<file path="src/rtl/irqc_pkg.sv">
package irqc_pkg;
  localparam int REG_BADVA  = 8;
  localparam int REG_STATUS = 12;
  localparam int REG_CAUSE  = 13;
  localparam int REG_EPC    = 14;
  localparam int PEND_LSB   = 10;
  localparam int CODE_LSB   = 2;
endpackage

</file>
<file path="src/rtl/irqc_sync.sv">
module irqc_sync #(
  parameter int W = 5
) (
  input  logic         clk,
  input  logic         rst,
  input  logic [W-1:0] din,
  output logic [W-1:0] dout
);
  for (genvar g = 0; g < W; g++) begin : g_bit
    logic [1:0] sh;
    always_ff @(posedge clk) begin
      if (rst) sh <= 2'b00;
      else     sh <= {sh[0], din[g]};
    end
    assign dout[g] = sh[1];
  end
endmodule

</file>
<file path="src/rtl/irqc_mode_stack.sv">
module irqc_mode_stack #(
  parameter int DEPTH = 3,
  parameter int SW    = 2 * DEPTH
) (
  input  logic          clk,
  input  logic          rst,
  input  logic          push,
  input  logic          pop,
  input  logic          wr_en,
  input  logic [SW-1:0] wr_val,
  output logic [SW-1:0] stk
);
  always_ff @(posedge clk) begin
    if (rst)        stk <= '0;
    else if (push)  stk <= {stk[SW-3:0], 2'b00};
    else if (pop)   stk <= {stk[SW-1:SW-2], stk[SW-1:2]};
    else if (wr_en) stk <= wr_val;
  end

  // entry shifts the pairs up and clears the current pair
  a_r2_push: assert property (@(posedge clk) disable iff (rst)
    push |=> (stk[1:0] == 2'b00) && (stk[SW-1:2] == $past(stk[SW-3:0])));

  // return shifts down and keeps the oldest pair
  a_r3_pop: assert property (@(posedge clk) disable iff (rst)
    (pop && !push) |=> (stk[SW-1:SW-2] == $past(stk[SW-1:SW-2])) &&
                       (stk[SW-3:0] == $past(stk[SW-1:2])));
endmodule

</file>
<file path="src/rtl/irqc_pend_prio.sv">
module irqc_pend_prio #(
  parameter int NLVL = 5,
  parameter int LVLW = $clog2(NLVL)
) (
  input  logic            clk,
  input  logic            rst,
  input  logic [NLVL-1:0] lvl_in,
  input  logic [NLVL-1:0] clr,
  input  logic [NLVL-1:0] mask,
  input  logic            ie,
  output logic [NLVL-1:0] pend,
  output logic            irq_req,
  output logic [LVLW-1:0] irq_lvl
);
  logic [NLVL-1:0] act;
  logic [LVLW-1:0] lvl_n;

  assign act = pend & mask;

  always_comb begin
    lvl_n = '0;
    for (int i = 0; i < NLVL; i++)
      if (act[i]) lvl_n = LVLW'(i);
  end

  always_ff @(posedge clk) begin
    if (rst) begin
      pend    <= '0;
      irq_req <= 1'b0;
      irq_lvl <= '0;
    end else begin
      pend    <= (pend & ~clr) | lvl_in;
      irq_req <= ie && (|act);
      irq_lvl <= lvl_n;
    end
  end

  // no request follows a cycle with interrupts disabled
  a_r4_gate: assert property (@(posedge clk) disable iff (rst)
    !ie |=> !irq_req);

  // without a clear, no pending bit is dropped
  a_r5_hold: assert property (@(posedge clk) disable iff (rst)
    (clr == '0) |=> (($past(pend) & ~pend) == '0));
endmodule

</file>
<file path="src/rtl/excp_ctl_unit.sv">
module excp_ctl_unit
  import irqc_pkg::*;
#(
  parameter int DW    = 32,
  parameter int NLVL  = 5,
  parameter int CODEW = 5,
  parameter int SELW  = 5,
  parameter int DEPTH = 3,
  parameter int LVLW  = $clog2(NLVL)
) (
  input  logic             clk,
  input  logic             rst,
  input  logic [NLVL-1:0]  irq_in,
  input  logic [SELW-1:0]  reg_sel,
  input  logic             reg_wr,
  input  logic [DW-1:0]    reg_wdata,
  output logic [DW-1:0]    reg_rdata,
  input  logic             exc_take,
  input  logic [CODEW-1:0] exc_code,
  input  logic [DW-1:0]    exc_pc,
  input  logic             exc_bad_vld,
  input  logic [DW-1:0]    exc_bad_addr,
  input  logic             exc_ret,
  output logic             irq_req,
  output logic [LVLW-1:0]  irq_lvl,
  output logic             user_mode
);
  localparam int SW = 2 * DEPTH;

  logic [NLVL-1:0]  lvl_sync, pend, clr, mask_q;
  logic [SW-1:0]    stk;
  logic [CODEW-1:0] code_q;
  logic [DW-1:0]    epc_q, bad_q, status_v, cause_v;
  logic             wr_status, wr_cause;
  logic             unused_wdata;

  assign wr_status = reg_wr && (reg_sel == SELW'(REG_STATUS));
  assign wr_cause  = reg_wr && (reg_sel == SELW'(REG_CAUSE));
  assign clr       = wr_cause ? ~reg_wdata[PEND_LSB +: NLVL] : '0;
  assign unused_wdata = ^reg_wdata;

  irqc_sync #(.W(NLVL)) u_sync (
    .clk(clk), .rst(rst), .din(irq_in), .dout(lvl_sync)
  );

  irqc_mode_stack #(.DEPTH(DEPTH)) u_stack (
    .clk(clk), .rst(rst), .push(exc_take), .pop(exc_ret),
    .wr_en(wr_status), .wr_val(reg_wdata[SW-1:0]), .stk(stk)
  );

  irqc_pend_prio #(.NLVL(NLVL), .LVLW(LVLW)) u_pend (
    .clk(clk), .rst(rst), .lvl_in(lvl_sync), .clr(clr), .mask(mask_q),
    .ie(stk[0]), .pend(pend), .irq_req(irq_req), .irq_lvl(irq_lvl)
  );

  assign user_mode = stk[1];

  always_ff @(posedge clk) begin
    if (rst) begin
      mask_q <= '0;
      code_q <= '0;
      epc_q  <= '0;
      bad_q  <= '0;
    end else begin
      if (wr_status) mask_q <= reg_wdata[PEND_LSB +: NLVL];
      if (exc_take) begin
        code_q <= exc_code;
        epc_q  <= exc_pc;
        if (exc_bad_vld) bad_q <= exc_bad_addr;
      end
    end
  end

  always_comb begin
    status_v = '0;
    status_v[SW-1:0] = stk;
    status_v[PEND_LSB +: NLVL] = mask_q;
    cause_v = '0;
    cause_v[CODE_LSB +: CODEW] = code_q;
    cause_v[PEND_LSB +: NLVL] = pend;
  end

  always_ff @(posedge clk) begin
    if (rst) reg_rdata <= '0;
    else begin
      case (reg_sel)
        SELW'(REG_STATUS): reg_rdata <= status_v;
        SELW'(REG_CAUSE):  reg_rdata <= cause_v;
        SELW'(REG_EPC):    reg_rdata <= epc_q;
        SELW'(REG_BADVA):  reg_rdata <= bad_q;
        default:           reg_rdata <= '0;
      endcase
    end
  end

  // the bad address only moves on an entry that flags it valid
  a_r8_bad_hold: assert property (@(posedge clk) disable iff (rst)
    !(exc_take && exc_bad_vld) |=> $stable(bad_q));

  // the code field only moves on an entry
  a_r7_code_hold: assert property (@(posedge clk) disable iff (rst)
    !exc_take |=> $stable(code_q));
endmodule

</file>
<file path="config.mk">
export PLATFORM = sky130hd
export DESIGN_NAME = excp_ctl_unit
export DESIGN_NICKNAME = d
export VERILOG_FILES = /design/src/rtl/irqc_pkg.sv /design/src/rtl/irqc_sync.sv /design/src/rtl/irqc_mode_stack.sv /design/src/rtl/irqc_pend_prio.sv /design/src/rtl/excp_ctl_unit.sv
export SDC_FILE = /design/constraint.sdc
export NUM_CORES = 1
export LEC_CHECK = 0
export ABC_AREA = 1
export BUFFER_PORTS_ARGS = -buffer_cell sky130_fd_sc_hd__buf_2
export CAP_MARGIN = 20
export CELL_PAD_IN_SITES_DETAIL_PLACEMENT = 1
export CELL_PAD_IN_SITES_GLOBAL_PLACEMENT = 1
export CORE_MARGIN = 2
export CORE_UTILIZATION = 30
export DETAILED_ROUTE_END_ITERATION = 10
export GPL_TIMING_DRIVEN = 1
export PLACE_DENSITY_LB_ADDON = 0.12
export SLEW_MARGIN = 30
export SYNTH_ARGS = -nofsm -noshare
export SYNTH_HDL_FRONTEND = slang
export SYNTH_SLANG_ARGS = --single-unit
export TNS_END_PERCENT = 30
</file>
<file path="constraint.sdc">
create_clock -name clk -period 2.9 [get_ports clk]
set_input_delay 0.435 -clock clk [delete_from_list [all_inputs] [get_ports clk]]
set_output_delay 0.435 -clock clk [all_outputs]
set_load 0.005 [all_outputs]
</file>
==> qor.yml <==
worstPathRequired_ns: 3.21
area_delta_synth_final_pct: 28.1
outcome: "completed"
grt_pass1_vias: 4850
io_pins: 154
end_kind: "flip-flop"
cts_resized: 0
path_clk_slew_ns: 0.05
clock-root-buffer: "clkbuf_16"
h-tree-depth: 4
finalSetupViolations: 0
worstHoldPathType: "in -> reg"
overflow: 0
netlist-cell-type-count: 24
path_class: "in -> reg"
p_leak_uw: 0.00281
postCtsSetupBuffers: 0
finClkSkew_ns: 0.00565
tightest_slew_ns: 0.784
cp_max_fo: 13
syn_nets: 776
synth_compound_area_share_pct: 14.1
cts_buffers: 17
num_rows: 47
routed_wl_um: 15300
drt_iter0_markers: 185
wl_per_cell_um: 15.1
die_h_um: 133
syn_avg_cell_area_um2: 7.56
reg2reg_slack_ns: 1.98
slew_viol_final: 0
period_minus_slack_ns: 1.55
seq_area_frac_synth_pct: 52.7
core_area_mm2: 0.0164
grt_pass1_wl_um: 24400
clockBufferDepth: 2
synth-simple-area-share_pct: 25.5
antenna_found_initial: 2
syn_inst: 659
arrival_ns: 1.86
antenna_left: 0
ys_warn_count: 0
synth_mux_area_share_pct: 0
cts_sinks: 131
total_power_uw: 4400
synth_top_family_by_area: "simple AND/OR/NAND/NOR gates"
post-route-util_pct: 38.9
grt_max_degree: 53
final_net_count: 894
gp_congestion: 0.803
cp-start-kind: "input port"
track_usage_pct: 17.9
dp_hpwl_um: 10600
synth-xor-area-share_pct: 0
slew_headroom_pct: 47.6
cap_violations: 0
holdBufCountCts: 0
dieArea_mm2: 0.0176
finalSetupTns_ns: 0
timing.final.crit_share_pct: 53.5
die_x_um: 133
initial_core_util_pct: 30.4
hold_viol: 0
vias: 4610
grt_setup_unrepaired: "no"
post_synth_instance_area_mm2: 0.00498
via_per_inst: 4.56
drive_gt1_share_pct: 23.0
portBuffers: 132
drc: 0
power.density_mw_per_mm2: 690
hold_ws_ns: 0.217
dr.pass1.iters: 4
yosys_register_bits: 131
synthAdderAreaFrac_pct: 0
cts_tree: "built"
ir_drop_mv: 0.400
insertion_delay_ns: 0.42
fmax_mhz: 645
==> through the flow <==
| stage | cell area, um2 | std cells | worst slack [ns] |
|---|---|---|---|
| floorplan | 4980 | 659 | 1.64 |
| global placement | 5780 | 978 | 0.844 |
| detailed placement | 5780 | 978 | 0.855 |
| CTS | 6380 | 1010 | 1.31 |
| global route | 6380 | 1011 | 1.08 |
| finish | 6380 | 1012 | 1.35 |
==> layout by cell type (no fill, tap or decap), drive strengths merged <==
master	synthesis	final
a41oi	1	1
nand4	21	21
clkinv	1	7
clkinvlp	0	1
nand2	110	110
nor2	152	152
nand3	13	13
inv	45	45
diode	0	2
a21oi	48	48
o21ai	85	85
clkbuf	24	22
buf	19	142
dfxtp	131	131
o21bai	1	1
bufinv	0	3
o211ai	3	3
nand3b	5	5
==> final timing paths <==
kind | startpoint | to | depth (start not counted)
worst max-delay path | reg_sel[0] | u_stack.stk[5]$_SDFFE_PP0P_ | 7
worst min-delay path | irq_in[1] | u_sync.g_bit[1].sh[0]$_SDFF_PP0_ | 3
worst max register to register | u_pend.pend[2]$_SDFF_PP0_ | u_pend.irq_req$_SDFF_PP0_ | 4
worst min register to register | u_sync.g_bit[0].sh[0]$_SDFF_PP0_ | u_sync.g_bit[0].sh[1]$_SDFF_PP0_ | 2
==> synthesized netlist by cell type (all sizes together) <==
| library cell | count | area [um2] |
|---|---|---|
| nor2 | 152 | 601 |
| dfxtp | 131 | 2620 |
| nand2 | 110 | 415 |
| o21ai | 85 | 425 |
| a21oi | 48 | 240 |
| inv | 45 | 169 |
| clkbuf | 24 | 91.3 |
| nand4 | 21 | 131 |
| buf | 19 | 121 |
| nand3 | 13 | 82.6 |
| nand3b | 5 | 37.5 |
| o211ai | 3 | 22.5 |
| a41oi | 1 | 8.76 |
| clkinv | 1 | 3.75 |
| o21bai | 1 | 7.51 |
==> sequential cells by signal (all words and copies together) (netlist names) <==
| register | cells |
|---|---|
| bad_q | 32 |
| u_pend.irq_req | 1 |
| u_pend.pend | 5 |
| code_q | 5 |
| mask_q | 5 |
| u_stack.stk | 6 |
| u_sync.g_bit.sh | 10 |
| u_pend.irq_lvl | 3 |
| reg_rdata | 32 |
| epc_q | 32 |
==> layer usage <==
layer	vias up	track usage, %	wire, um
li1	2350	-	-
met1	2141	21.2	6790
met2	101	30.8	7460
met3	18	4.71	772
met4	0	6.93	227
met5	-	0	0
==> critical path, stage by stage <==
cell	delay, ns
buf_2	0.12
nor2_2	0.33
nand4_1	0.55
nand2_1	0.18
nand2_1	0.08
nor2_1	0.10
nor2_1	0.05
==> report_power, final <==
part	internal (uW)	switching [uW]	leakage, uW
Sequential	1880	38.7	0.00108
Clock	1390	782	0.000294
Combinational	117	192	0.00144
==> logic make-up after synthesis <==
logic type             count (synthesis)
and+or+nand+nor                      301
AOI/OAI and AO/OA                    138
buffers and inverters                 89
DFF                                  131
==> layout make-up <==
type / instances / area [um2]
antenna: 2 / 5.00
tap: 220 / 275
timing repair buffer: 142 / 736
sequential: 131 / 2620
clock inverter: 10 / 131
fill: 2065 / 10000
multi-input combinational: 439 / 1970
inverter: 46 / 173
clock buffer: 22 / 464
Note: power is estimated with default switching activity, not from simulation.
